--- src/rtl/psr_pkg.sv ---
package psr_pkg;

  typedef enum logic [1:0] {
    JK_CLEAR  = 2'b00,
    JK_HOLD   = 2'b01,
    JK_TOGGLE = 2'b10,
    JK_SET    = 2'b11
  } jk_action_e;

  function automatic jk_action_e jk_decode(input logic j, input logic k_n);
    return jk_action_e'({j, k_n});
  endfunction

endpackage

--- src/rtl/psr_jk_entry.sv ---
module psr_jk_entry
  import psr_pkg::*;
(
  input  logic j_in,
  input  logic k_n_in,
  input  logic cur_bit,
  output logic next_bit
);

  jk_action_e act;

  always_comb begin
    act = jk_decode(j_in, k_n_in);
    unique case (act)
      JK_CLEAR:  next_bit = 1'b0;
      JK_SET:    next_bit = 1'b1;
      JK_HOLD:   next_bit = cur_bit;
      JK_TOGGLE: next_bit = ~cur_bit;
      default:   next_bit = cur_bit;
    endcase
  end

endmodule

--- src/rtl/psr_next_mux.sv ---
module psr_next_mux #(
  parameter int WIDTH = 4
) (
  input  logic             shift_en,
  input  logic             entry_bit,
  input  logic [WIDTH-1:0] cur_q,
  input  logic [WIDTH-1:0] par_d,
  output logic [WIDTH-1:0] next_q
);

  localparam int TOP = WIDTH - 1;

  always_comb next_q[0] = shift_en ? entry_bit : par_d[0];

  for (genvar g = 1; g <= TOP; g++) begin : g_stage
    always_comb next_q[g] = shift_en ? cur_q[g-1] : par_d[g];
  end

endmodule

--- src/rtl/psr_jk_shifter.sv ---
module psr_jk_shifter #(
  parameter int WIDTH = 4
) (
  input  logic             clk,
  input  logic             rst_n,
  input  logic             shift_en,
  input  logic             j_in,
  input  logic             k_n_in,
  input  logic [WIDTH-1:0] par_d,
  output logic [WIDTH-1:0] q,
  output logic             q_last_n
);

  localparam int TOP = WIDTH - 1;

  logic [WIDTH-1:0] stage_q;
  logic [WIDTH-1:0] stage_nxt;
  logic             entry_nxt;

  psr_jk_entry u_entry (
    .j_in     (j_in),
    .k_n_in   (k_n_in),
    .cur_bit  (stage_q[0]),
    .next_bit (entry_nxt)
  );

  psr_next_mux #(.WIDTH(WIDTH)) u_mux (
    .shift_en  (shift_en),
    .entry_bit (entry_nxt),
    .cur_q     (stage_q),
    .par_d     (par_d),
    .next_q    (stage_nxt)
  );

  always_ff @(posedge clk or negedge rst_n) begin
    if (!rst_n) stage_q <= '0;
    else        stage_q <= stage_nxt;
  end

  assign q        = stage_q;
  assign q_last_n = ~stage_q[TOP];

endmodule

--- config.mk ---
export PLATFORM = sky130hd
export DESIGN_NAME = psr_jk_shifter
export DESIGN_NICKNAME = d
export VERILOG_FILES = /design/src/rtl/psr_pkg.sv /design/src/rtl/psr_jk_entry.sv /design/src/rtl/psr_next_mux.sv /design/src/rtl/psr_jk_shifter.sv
export SDC_FILE = /design/constraint.sdc
export NUM_CORES = 1
export LEC_CHECK = 0
export ABC_AREA = 1
export BUFFER_PORTS_ARGS = -buffer_cell sky130_fd_sc_hd__buf_2
export CORE_AREA = 2 2 39 41
export CTS_CLUSTER_SIZE = 40
export DETAILED_ROUTE_END_ITERATION = 8
export DIE_AREA = 0 0 41 43
export PLACE_DENSITY = 0.41
export SLEW_MARGIN = 20
export SYNTH_ARGS = -nofsm -noshare
export SYNTH_HDL_FRONTEND = slang
export SYNTH_HIERARCHICAL = 1
export SYNTH_SLANG_ARGS = --single-unit
export TNS_END_PERCENT = 30
--- constraint.sdc ---
create_clock -name clk -period 1.23 [get_ports clk]
set_input_delay 0 -clock clk [delete_from_list [all_inputs] [get_ports clk]]
set_output_delay 0 -clock clk [all_outputs]
set_load 0.005 [all_outputs]
Word-level counts from Yosys, hierarchy flattened
Cells that the tools add are included.

storage, ports and cells
  flip-flop bits (word level) = 4
  ROM bits = 0
  memories kept = 0
  RAM bits = 0
  latch bits = 0

cells by class
  bitwise logic cells = 2
  multiplexer cells = 5
  equal/unequal tests = 4
  $mul = 0
  order comparisons = 0
  reduce and logical (&&, ||, !) cells = 1
  add/subtract/negate cells = 0
  shift-type cells = 0
  div/mod/pow operators = 0

operators by type and width
  operator                                                                count
  2-bit equality test (second input constant)                             2
  1-bit two-way mux                                                       4
  1-bit one-hot mux with 3 select lines                                   1
  2-bit by 1-bit equality test with 1-bit output (second input constant)  1
  2-bit logical NOT                                                       1
  2-bit inequality test (second input constant)                           1
  1-bit inverter                                                          2

Longest topological paths before layout
  depth in word-level cells = 3
  gate-level depth with buffers = 5
  mapped depth without buffers = 5

Cells and area by module
The synthesis kept the hierarchy.

by module, submodules not included
  module          instances  area an instance (um^2)  cells an instance
  psr_jk_shifter  1          103.8                    5
  psr_next_mux    1          48.8                     13
  psr_jk_entry    1          15.0                     4

Least setup slack after synthesis
Ideal clock, no wire load.

  path kind = flip-flop to flip-flop
  start = register stage_q[0], in the netlist q[0]
  end = register stage_q[0], in the netlist q[0]
  path buffers = 0
  data arrival time = 0.587 ns
  stages on the path, launching flop included = 5
  setup time = 0.116 ns
  slack = 0.526 ns
  period minus slack after synthesis = 0.704 ns
  cells stage by stage = dfrtp_1 nand2_1 nand2_1 nand2_1 nand2_1

between the ends
  longest elaborated chain between the ends = 3

RTL lines
  item                                   RTL line              source
  start: declaration                     psr_jk_shifter.sv:16  logic [WIDTH-1:0] stage_q;
  start signal: assignment               psr_jk_shifter.sv:37  else stage_q <= stage_nxt;
  1-bit inverter                         psr_jk_entry.sv:18    JK_TOGGLE: next_bit = ~cur_bit;
  1-bit one-hot mux with 3 select lines  psr_jk_entry.sv:14    unique case (act)
  via entry_nxt                          psr_jk_shifter.sv:18  logic entry_nxt;
  1-bit two-way mux                      psr_next_mux.sv:13    always_comb next_q[0] = shift_en ? entry_bit : par_d[0];
  via stage_nxt[0]                       psr_jk_shifter.sv:17  logic [WIDTH-1:0] stage_nxt;

The timed path passes the listed nets, and every way through them passes these cells.
A chain may end at the register's enable or synchronous reset.

Final worst setup path
  start = register stage_q[0], in the netlist q[0]
  end = output q[0]

RTL lines
  item              RTL line              source
  end: declaration  psr_jk_shifter.sv:10  output logic [WIDTH-1:0] q,

No word-level cell between the ends.

==> run summary <==
Drt wl/cell: 7.44 um
Clk_skew: 0.000493 ns
Post-synthesis cell type count: 4
R2r setup slk: 0.50 ns
First-pass GRT wire length: 676 um
Count of maximum capacitance violations: 0
CTS tree: built
Vias in the first global route: 184
Area of the multi-input gates: 56.3 sq um
Grt total ovfl: 0
Crit. End Element: primary output
Buffers added on ports: 13
IO Count: 14
Initial antenna violation count: 0
Hold WC Path Type: in2reg
Worst-Skew Late Latency: 0.23 ns
Total Routing Usage GR: 6.65%
Share of layout cells above drive strength 1: 39.5%
Total chip power: 378 uW
Data required, critical path: 1.23 ns
Slew of the pin with the lowest slew margin: 0.126 ns
Slew Limit Fails: 0
Largest register FFs: 4
Final period util: 62.6%
Critical path's largest stage delay: 0.40 ns
Drt via density: 3.46
Mapped Cells: 22
First-pass DRT Iterations: 2
Maximum vdd drop: 0.460 mV
Synthesized area per cell: 7.62 sq um
Initial DRC Count: 3
Sequential area share after synthesis: 59.7%
Period minus WS final: 0.770 ns
Hold path start: shift_en
Slowest CP cell: dfrtp_1
Worst Hold Path EP: q[3]$_DFF_PN0_
N_diodes: 0
Clk sink count: 4
Hold Fails Final Rpt: 0
# setup viols final: 0
GPL Wtd Cong: 0.661
TNS Setup: 0 ns
Register bit total from synthesis: 4
CP startpoint kind: flop
FF-to-FF path depth: 5
Crit path DAT: 0.77 ns
Synth-to-Final Area Change: 94.0%
Crit path kind: reg2out
Largest net degree at the start of global routing: 6
CTS resizes: 0
Row count: 14
Worst-path cell chain: buf_2
Final WL: 439 um
Pleak: 0.192 nW
Sequential cell area: 100 sq um
Cell Area, Synth: 168 sq um
CTS Buf Count: 3
CP Buf/Inv Count: 1
Synth warn: 6
WHS Path Cells: 3
RR Endpoint: q[0]$_DFF_PN0_
Core box area: 1380 sq um
CP top delay family: flip-flops
Clock Tree Root: clkbuf_4
Maximum net fanout on the critical path: 4
Clock Tree Buf Depth: 2
Syn_nets: 31
Drt drc: 0
Die area: 1760 sq um
Initial Utilization: 12.1%
Fmax: 1300 MHz
Worst r2r src: q[0]$_DFF_PN0_
Die Y: 43 um
Slew HR: 91.6%
Status: finished, final reports clean
RSZ-0062 raised after global routing: no
Final net count: 54
DIE WIDTH: 41 um
Final ANT Viol Nets: 0
Clock transition at path regs: 0.04 ns
H-Tree Depth: 1
Vias post-DR: 204
Power Density: 1160 nW/um^2
Fillers: 162
synthesized netlist by cell type (all sizes together):
library cell	number	area, sq um
dfrtp	4	100
nand2	15	56.3
inv	3	11.3
layout by cell type, fill, tap and decap left out:
cell type,count
inv_1,2
dfrtp_1,4
clkbuf_4,3
nand2_1,15
buf_2,13
inv_2,1
dlygate4sd3_1,5
through the flow:
stage	setup WS, ns	util [%]	instance area, sq um	hold WS (ns)	std cells
floorplan	0.526	-	168	-0.296	22
CTS	0.448	23.5	325	0.0244	59
detailed placement	0.495	18.3	253	-0.184	51
finish	0.460	23.5	325	0.0345	59
global placement	0.512	18.3	253	-0.188	51
global route	0.418	23.5	325	0.0483	59
cells by family after synthesis:
group                  after synthesis  synth area share, %
buffers and inverters                3                 6.72
DFF                                  4                 59.7
and+or+nand+nor                     15                 33.6
worst min-delay path, cell delays in order:
cell	delay, ns
buf_2	0.13
nand2_1	0.05
nand2_1	0.05
cell type report:
class                           count  area share (%)
Tap cell                           16            6.15
Inverter                            3            3.46
Timing Repair Buffer               18            35.4
Clock buffer                        3            6.92
Sequential cell                     4            30.8
Multi-Input combinational cell     15            17.3
what timing repair did:
item,4_1_cts,5_1_grt
setup buffers,0,0
hold buffers,5,0
endpoints found under the setup margin,0,0
hold endpoints to repair,8,0
worst max path at each step:
stage                   start  cells after the start  slack, ns        endpoint
6_report       q[0]$_DFF_PN0_                      1       0.46            q[0]
5_1_grt        q[0]$_DFF_PN0_                      5       0.42  q[0]$_DFF_PN0_
4_1_cts        q[0]$_DFF_PN0_                      1       0.45            q[0]
3_5_place_dp   q[0]$_DFF_PN0_                      5       0.49  q[0]$_DFF_PN0_
3_3_place_gp   q[0]$_DFF_PN0_                      4       0.51  q[0]$_DFF_PN0_
2_1_floorplan  q[0]$_DFF_PN0_                      4       0.53  q[0]$_DFF_PN0_
power by group:
part           internal (mW)  leakage, nW  total [mW]  switching [mW]
Sequential             0.145       0.0485       0.152         0.00714
Clock                  0.109       0.0138       0.162          0.0527
Combinational         0.0373        0.130      0.0647          0.0274
layer usage:
| layer | GRT usage [%] | vias to the layer above | share of wire, % |
|---|---|---|---|
| li1 | - | 108 | - |
| met1 | 5.52 | 85 | 41 |
| met2 | 8.75 | 11 | 46 |
| met3 | 7.85 | 0 | 13 |
| met4 | 4.00 | 0 | 0 |
| met5 | 0 | - | 0 |
Note: power is estimated with default switching activity, not from simulation.
